<file path="config.mk">
export PLATFORM = sky130hd
export DESIGN_NAME = subr_adc_ctrl
export DESIGN_NICKNAME = d
export VERILOG_FILES = /design/src/rtl/subr_pkg.sv /design/src/rtl/subr_seq.sv /design/src/rtl/subr_fine_sel.sv /design/src/rtl/subr_combine.sv /design/src/rtl/subr_adc_ctrl.sv
export SDC_FILE = /design/constraint.sdc
export NUM_CORES = 1
export LEC_CHECK = 0
export BUFFER_PORTS_ARGS = -buffer_cell sky130_fd_sc_hd__clkbuf_2
export CORE_MARGIN = 4
export CORE_UTILIZATION = 53
export CTS_BUF_LIST = sky130_fd_sc_hd__clkbuf_16
export DETAILED_ROUTE_END_ITERATION = 7
export GPL_TIMING_DRIVEN = 1
export PLACE_DENSITY = 0.9
export SLEW_MARGIN = 20
export SYNTH_ARGS = -nofsm -noshare
export SYNTH_HDL_FRONTEND = slang
export SYNTH_SLANG_ARGS = --single-unit
</file>
<file path="constraint.sdc">
create_clock -name clk -period 2.34 [get_ports clk]
set_input_delay 0.351 -clock clk [delete_from_list [all_inputs] [get_ports clk]]
set_output_delay 0.351 -clock clk [all_outputs]
set_load 0.05 [all_outputs]
</file>
<file path="src/rtl/subr_pkg.sv">
package subr_pkg;
  typedef enum logic [2:0] {
    ST_IDLE,
    ST_HOLD,
    ST_COARSE,
    ST_SETTLE,
    ST_FINE,
    ST_COMBINE,
    ST_DONE
  } phase_t;
endpackage

</file>
<file path="src/rtl/subr_seq.sv">
module subr_seq
  import subr_pkg::*;
#(
  parameter int HOLD_CYC   = 12,
  parameter int COARSE_CYC = 24,
  parameter int SETTLE_CYC = 40,
  parameter int FINE_CYC   = 24
) (
  input  logic   clk,
  input  logic   rst_n,
  input  logic   start_valid,
  output logic   start_ready,
  output phase_t phase,
  output logic   last
);
  localparam int MAX_AB = (HOLD_CYC > COARSE_CYC) ? HOLD_CYC : COARSE_CYC;
  localparam int MAX_CD = (SETTLE_CYC > FINE_CYC) ? SETTLE_CYC : FINE_CYC;
  localparam int MAX_N  = (MAX_AB > MAX_CD) ? MAX_AB : MAX_CD;
  localparam int CNT_W  = $clog2(MAX_N + 1);

  phase_t            ph;
  logic [CNT_W-1:0]  cnt;

  // Reload value for a timed phase: its length minus one.
  function automatic logic [CNT_W-1:0] span_of(input phase_t p);
    case (p)
      ST_HOLD:   span_of = CNT_W'(HOLD_CYC - 1);
      ST_COARSE: span_of = CNT_W'(COARSE_CYC - 1);
      ST_SETTLE: span_of = CNT_W'(SETTLE_CYC - 1);
      ST_FINE:   span_of = CNT_W'(FINE_CYC - 1);
      default:   span_of = '0;
    endcase
  endfunction

  function automatic phase_t after(input phase_t p);
    case (p)
      ST_HOLD:    after = ST_COARSE;
      ST_COARSE:  after = ST_SETTLE;
      ST_SETTLE:  after = ST_FINE;
      ST_FINE:    after = ST_COMBINE;
      ST_COMBINE: after = ST_DONE;
      default:    after = ST_IDLE;
    endcase
  endfunction

  always_ff @(posedge clk) begin
    if (!rst_n) begin
      ph  <= ST_IDLE;
      cnt <= '0;
    end else begin
      case (ph)
        ST_IDLE: begin
          if (start_valid) begin
            ph  <= ST_HOLD;
            cnt <= span_of(ST_HOLD);
          end
        end
        ST_HOLD, ST_COARSE, ST_SETTLE, ST_FINE: begin
          if (cnt == '0) begin
            ph  <= after(ph);
            cnt <= span_of(after(ph));
          end else begin
            cnt <= cnt - 1'b1;
          end
        end
        default: begin
          ph  <= after(ph);
          cnt <= '0;
        end
      endcase
    end
  end

  assign phase       = ph;
  assign last        = (cnt == '0);
  assign start_ready = (ph == ST_IDLE);
endmodule

</file>
<file path="src/rtl/subr_fine_sel.sv">
module subr_fine_sel #(
  parameter int FINE_W = 6
) (
  input  logic [FINE_W-1:0] lo_code,
  input  logic              lo_ovf,
  input  logic [FINE_W-1:0] hi_code,
  input  logic              hi_ovf,
  output logic [FINE_W+1:0] fine_val
);
  // Lower overflow becomes the extra fine bit and steers the low bits.
  always_comb begin
    if (!lo_ovf)
      fine_val = {2'b00, lo_code};
    else if (hi_ovf)
      fine_val = {2'b10, {FINE_W{1'b0}}};
    else
      fine_val = {2'b01, hi_code};
  end
endmodule

</file>
<file path="src/rtl/subr_combine.sv">
module subr_combine #(
  parameter int COARSE_W = 6,
  parameter int FINE_W   = 6
) (
  input  logic [COARSE_W-1:0]        coarse,
  input  logic [FINE_W+1:0]          fine_val,
  output logic [COARSE_W+FINE_W-1:0] sum_out
);
  localparam int OUT_W  = COARSE_W + FINE_W;
  localparam int SUM_W  = OUT_W + 2;
  localparam int OFFSET = 1 << FINE_W;
  localparam int TOPV   = (1 << OUT_W) - 1;

  logic signed [SUM_W-1:0] sum;

  always_comb begin
    sum = $signed(SUM_W'({coarse, {FINE_W{1'b0}}}))
        + $signed(SUM_W'(fine_val))
        - $signed(SUM_W'(OFFSET));
    if (sum < 0)
      sum_out = '0;
    else if (sum > $signed(SUM_W'(TOPV)))
      sum_out = OUT_W'(TOPV);
    else
      sum_out = sum[OUT_W-1:0];
  end
endmodule

</file>
<file path="src/rtl/subr_adc_ctrl.sv">
module subr_adc_ctrl
  import subr_pkg::*;
#(
  parameter int COARSE_W   = 6,
  parameter int FINE_W     = 6,
  parameter int HOLD_CYC   = 12,
  parameter int COARSE_CYC = 24,
  parameter int SETTLE_CYC = 40,
  parameter int FINE_CYC   = 24
) (
  input  logic                       clk,
  input  logic                       rst_n,
  input  logic                       start_valid,
  output logic                       start_ready,
  output logic                       sh_hold,
  output logic                       coarse_conv,
  input  logic [COARSE_W-1:0]        coarse_code,
  output logic                       dac_valid,
  output logic [COARSE_W-1:0]        dac_code,
  output logic                       fine_conv,
  input  logic [FINE_W-1:0]          lo_code,
  input  logic                       lo_ovf,
  input  logic [FINE_W-1:0]          hi_code,
  input  logic                       hi_ovf,
  output logic                       done,
  output logic [COARSE_W+FINE_W-1:0] result
);
  localparam int OUT_W = COARSE_W + FINE_W;

  phase_t              phase;
  logic                last;
  logic [COARSE_W-1:0] coarse_q;
  logic [FINE_W+1:0]   fine_now;
  logic [FINE_W+1:0]   fine_q;
  logic [OUT_W-1:0]    sum_w;
  logic [OUT_W-1:0]    result_q;

  subr_seq #(
    .HOLD_CYC  (HOLD_CYC),
    .COARSE_CYC(COARSE_CYC),
    .SETTLE_CYC(SETTLE_CYC),
    .FINE_CYC  (FINE_CYC)
  ) u_seq (
    .clk        (clk),
    .rst_n      (rst_n),
    .start_valid(start_valid),
    .start_ready(start_ready),
    .phase      (phase),
    .last       (last)
  );

  subr_fine_sel #(.FINE_W(FINE_W)) u_sel (
    .lo_code (lo_code),
    .lo_ovf  (lo_ovf),
    .hi_code (hi_code),
    .hi_ovf  (hi_ovf),
    .fine_val(fine_now)
  );

  subr_combine #(.COARSE_W(COARSE_W), .FINE_W(FINE_W)) u_comb (
    .coarse  (coarse_q),
    .fine_val(fine_q),
    .sum_out (sum_w)
  );

  always_ff @(posedge clk) begin
    if (!rst_n) begin
      coarse_q <= '0;
      fine_q   <= '0;
      result_q <= '0;
    end else begin
      if (phase == ST_COARSE && last) coarse_q <= coarse_code;
      if (phase == ST_FINE && last)   fine_q   <= fine_now;
      if (phase == ST_COMBINE)        result_q <= sum_w;
    end
  end

  assign sh_hold     = (phase == ST_HOLD) || (phase == ST_COARSE) ||
                       (phase == ST_SETTLE) || (phase == ST_FINE);
  assign coarse_conv = (phase == ST_COARSE);
  assign dac_valid   = (phase == ST_SETTLE) || (phase == ST_FINE);
  assign fine_conv   = (phase == ST_FINE);
  assign dac_code    = coarse_q;
  assign done        = (phase == ST_DONE);
  assign result      = result_q;
endmodule

</file>
**Word-level counts from Yosys, hierarchy flattened**

Index checks and enable logic that the tools add are counted.
Widths: inputs -> output; s select.

- Add/subtract/negate cells: 3
- $lt $le $gt $ge: 2
- Equal/unequal tests: 12
- Mux-type cells: 14
- Reduce and logical (&&, ||, !) cells: 11

Operators with widths:

| cell | count |
|---|---|
| $mux 12 | 2 |
| $pmux 6 s3 | 1 |
| $mux 8 | 2 |
| $pmux 3 s5 | 1 |
| $gt 14x13->1 const B | 1 |
| $lt 14x1->1 const B | 1 |
| $sub 13x7->14 const B | 1 |
| $add 12x8->13 | 1 |
| $eq 3x2->1 const B | 4 |
| $eq 3x3->1 const B | 4 |
| $mux 3 | 4 |
| $mux 6 | 2 |
| $pmux 6 s2 | 1 |
| $eq 3x1->1 const B | 2 |
| $logic_not 6->1 | 1 |
| $pmux 3 s2 | 1 |
| $sub 6x1->6 const B | 1 |
| $logic_or 1x1->1 | 4 |
| $ne 2x2->1 const B | 2 |
| $reduce_or 4->1 | 1 |
| $logic_not 3->1 | 1 |
| $logic_and 1x1->1 | 2 |
| $reduce_and 2->1 | 1 |
| $reduce_or 2->1 | 1 |

- Flip-flop bits (word level): 35
- Input bits: 23
- Output and inout bits: 24
- Logic and storage cells: 47

**Depth between registers and ports, before layout**

- Depth in word-level cells: 10
- Depth in mapped cells: 9
- Gate-level depth less buffers: 9

**Hierarchy**

From an unflattened synthesis, not the netlist that was laid out.

- Cell total of the unflattened synthesis: 328
- Area, all modules: 2657.5 um^2

By module, submodules not included:

| module | instances | cells each | area an instance (um^2) | sequential area each (um^2) |
|---|---|---|---|---|
| subr_adc_ctrl | 1 | 126 | 1106.1 | 520.5 |
| subr_combine | 1 | 112 | 817.0 | 0.0 |
| subr_seq | 1 | 80 | 645.6 | 180.2 |
| subr_fine_sel | 1 | 10 | 88.8 | 0.0 |

**Least setup slack after synthesis**

No wires, ideal clock.

- Path kind: register -> register
- Start: register coarse_q[1], in the netlist dac_code[1]
- End: register result_q[8], in the netlist result[8]
- Library setup time: 119 ps
- Arrival: 2384 ps
- Required time: 2221 ps
- Setup slack: -163 ps
- Cell stages (with the launch flop): 9
- Buffers on the path: 0
- Period minus slack after synthesis: 2503 ps
- Cells stage by stage: dfxtp_1 > inv_1 > ha_1 > inv_1 > ha_1 > a211o_1 > a2111oi_2 > o31ai_4 > o221a_1

- Longest elaborated chain between the ends: 5
- Elaborated cells on any way between the ends: 6
- Those cells by class: add/sub: 2; order compare: 2; mux: 2

RTL lines:

| item | line | source |
|---|---|---|
| start, declared | subr_adc_ctrl.sv:32 | `logic [COARSE_W-1:0] coarse_q;` |
| start signal, assigned | subr_adc_ctrl.sv:72 | `if (phase == ST_COARSE && last) coarse_q <= coarse_code;` |
| $add 12x8->13 * | subr_combine.sv:18 | `+ $signed(SUM_W'(fine_val))` |
| $sub 13x7->14 * | subr_combine.sv:19 | `- $signed(SUM_W'(OFFSET));` |
| $gt 14x13->1 | subr_combine.sv:22 | `else if (sum > $signed(SUM_W'(TOPV)))` |
| $mux 12 | subr_combine.sv:22 |  |
| $mux 12 * | subr_combine.sv:20 | `if (sum < 0)` |
| end signal, assigned | subr_adc_ctrl.sv:74 | `if (phase == ST_COMBINE) result_q <= sum_w;` |
| end, declared | subr_adc_ctrl.sv:36 | `logic [OUT_W-1:0] result_q;` |

Every way passes the cells marked *; elsewhere a longest branch is shown, timed or not.
A chain may end at the register's enable or synchronous reset.

**Worst setup path after layout**

- Start: register coarse_q[1], in the netlist dac_code[1]
- End: register result_q[0], in the netlist result[0]

The elaborated chain is that of the path after synthesis.

==> results summary <==
The run finished with clean final reports. The remaining number of nets flagged by the antenna check after routing came out at 0. The count of H-tree levels built during CTS came out at 2.

For this run, the post-layout net count is 316. The final routed wire length divided by cell count came out at 15.18 um. Input and output buffers added on the ports amount to 46.

After clock tree synthesis, the flow added hold-fix buffers numbering 0. The half-perimeter wire length of the detailed placement result came out at 3595 um. The die boundary height is 69.56 um.

Entering global routing, the biggest net connects 23 pins. The transition time at the pin with the least slew margin is 0.6901 ns. The largest driver fanout on the critical path came out at 10. The final setup skew came out at 0.004213 ns. The total number of vias came out at 1950. The tightest hold path in the finished design has a slack of 0.3101 ns. The overall die area came out at 0.004838 sq mm.

Global routing consumed, over all layers together, 21.52% of the routing resources. At the end of routability-driven placement, the weighted congestion stood at 0.8586. The TritonCTS clock tree is done. The final cell area excluding filler cells came out at 0.002494 sq mm.

The largest stage delay on the critical path came out at 0.44 ns. The first-pass iteration count of the detailed router is 4. The number of placed instances with taps included came out at 322. The hold violation total from the final report came out at 0. The critical path data required time is 2.50 ns.

In the finished design, the share of the clock period the worst path needs comes to 95.31%. The die extent in x is 69.56 um. The summed instance area of the synthesized netlist is 0.002008 sq mm. At the worst endpoint, the arrival time is 2.39 ns. Of the cells placed in the final design, the portion with a size suffix greater than 1 is 25.80%.

The number of antenna diodes came out at 0. The cell count after synthesis came out at 236. Counting flops with a built-in enable in the synthesized netlist gives 0. The areal power density over the cells came out at 734.2 mW/mm^2.

The sequential-to-total area share from yosys stat is 34.89%. The synthesis-to-finish area growth is 24.17%. The leading area contributor after synthesis is dfxtp_1.

The worst hold path belongs to the class in2reg. The TritonCTS sink count came out at 35. The number of maximum-capacitance constraint violations is 0. The global-route congestion overflow total came out at 0. The via count normalized by instance count came out at 5.891. The share of synthesized registers carrying an async set or reset is 0%. The warning count from the yosys run came out at 0.

The post-route core utilization came out at 68.11%. The number of global-route vias before repair is 1851. Clock tree synthesis selected as its root buffer the cell clkbuf_16.

The number of max-slew violations in the final report came to 0. The clock-pin slew of the registers on the worst-case setup and hold paths came out at 0.06 ns. The core area came out at 0.003661 sq mm. Among the stages of the critical path, the cell type that occurs most often is ha_1. The total clock buffers created by CTS is 5. The maximum vdd drop is 0.5577 mV. The critical path goes through inv_1 > ha_1 > inv_2 > ha_1 > a211o_1 > a2111oi_4 > o31ai_4 > o221a_1. The minimum clock period after layout came out at 2.230 ns. The final layout contains routed wiring with a total length of 5026 um. The max-slew headroom at the worst pin came out at 53.93%. The number of nets produced by synthesis is 270. In this run, the number of DRC markers left after iteration 0 of detailed routing was 87.

The effective utilization at floorplan is 54.85%. The leakage power is 0.001053 uW. The setup TNS is 0 ns.

The type of the worst setup path is reg2reg. The register bit count reported by yosys is 35. Setup violations remaining at the end of the flow were counted as 0. Averaged over all synthesized cells, the footprint is 8.509 sq um.

The maximum count of clock buffers along a single path is 2. The most used flip-flop cell after synthesis is dfxtp_1. The number of distinct library cells after synthesis came out at 47. STA classifies the critical path startpoint as a flip-flop. After the flow finishes, the layout carries non-filler instances totaling 331. Derived from the worst setup path, the maximum achievable clock frequency is 0.4484 GHz. The filler cell count in the final layout is 302. The total DRC errors in the routed layout is 0. At the later pin of the worst-skew pair, clock insertion delay measures 0.28 ns. The boundary pin count is 47. The portion of synthesized cell area occupied by the leading cell type is 34.89%. The post-detailed-placement cell area is 0.002292 sq mm. The wire length of the first global-routing pass came out at 8576 um. The number of rows in the core area came out at 22. Yosys attributes the largest share of cell area to dfxtp_1, ha_1, o221a_1, a21oi_1, nor2b_1. On the critical path, the stage with the largest delay is an instance of a2111oi_4. The initial antenna violation count came to 0. STA classifies the critical path endpoint as a flip-flop.
layout by cell type (no fill, tap or decap), types with 5 or more instances in the layout:
cell type,n
a211oi_1,9
a21o_1,6
a21oi_1,21
buf_4,7
clkbuf_16,5
clkbuf_2,46
dfxtp_1,32
ha_1,9
inv_1,16
nand2_1,13
nand3_1,10
nor2_1,14
nor2b_1,11
nor3_1,6
o21a_1,6
o21ai_1,6
o221a_1,11
layer usage:
| layer | vias to the layer above | routed length (um) | GRT usage [%] |
|---|---|---|---|
| met5 | - | 0 | 0 |
| met4 | 0 | 127 | 9.328 |
| met3 | 15 | 295 | 4.493 |
| met2 | 67 | 2427 | 36.12 |
| met1 | 912 | 2176 | 26.46 |
| li1 | 956 | - | - |
state kept, by name, summed over array words and instances (netlist names):
register     cells
fine_q           8
dac_code         6
u_seq.cnt        6
result          12
u_seq.phase      3
per-stage QoR:
step,setup WS [ns],power (uW)
after floorplan,0.004959,972.1
final,0.1098,1831
after CTS,0.02658,1831
after global routing,-0.002009,1907
after global placement,0.1669,1071
after detailed placement,0.04307,1079
synthesized netlist by cell type, types with 3 or more instances:
cell type and n:
ha_1 10, clkbuf_1 8, nand2_1 13, dfxtp_1 35, buf_2 5, nor3_1 6, nand3_1 10, o21ai_0 3
inv_1 17, a21o_1 6, a21oi_1 21, o221a_1 11, and3_1 3, o21a_1 6, nor2b_1 11, a211oi_1 9
nor2_1 15, nor3b_1 3, o21ai_1 6, a31oi_1 4
logic make-up after synthesis:
| kind of cell | synth area share, % |
|---|---|
| flip-flops | 34.89 |
| XOR/XNOR | 1.309 |
| AND/OR/NAND/NOR | 19.25 |
| buffers and inverters | 6.293 |
| AO/OA/AOI/OAI | 30.03 |
| adder cells (fa/ha/maj) | 7.227 |
| multiplexers | 0.9969 |
power breakdown:
group | leakage [uW] | internal [uW] | switching (uW)
Combinational | 0.000684 | 158 | 254
Sequential | 0.000285 | 624 | 42.6
Clock | 0.0000838 | 502 | 250
Total | 0.00105 | 1280 | 547
path summary, 6_finish.rpt:
check / start / to / slack [ns] / cells after the start
max: dac_code[1] / result[0] / 0.11 / 8
min: coarse_code[5] / dac_code[5] / 0.31 / 3
max reg2reg: dac_code[1] / result[0] / 0.11 / 8
min reg2reg: dac_code[1] / dac_code[1] / 0.46 / 2
critical path, delay by kind of cell (launching register included):
| kind | cells | cell delay [ns] |
|---|---|---|
| buffers and inverters | 2 | 0.11 |
| DFF | 1 | 0.33 |
| AOI/OAI and AO/OA | 4 | 1.26 |
| adders and majority gates | 2 | 0.41 |
cell type report:
type	instances	area [sq um]	share of cell area, %
clock buffer	5	125.1	5.018
timing repair buffer	53	282.8	11.34
sequential	35	704.4	28.25
inverter	17	63.81	2.559
tap	48	60.06	2.408
multi-input combinational	170	1214	48.67
clock inverter	3	43.79	1.756
what timing repair did:
item                                    in CTS  in global routing
gates resized for setup                      0                  5
endpoints found under the setup margin       0                 11
buffers inserted                             0                  2
Note: power is estimated with default switching activity, not from simulation.
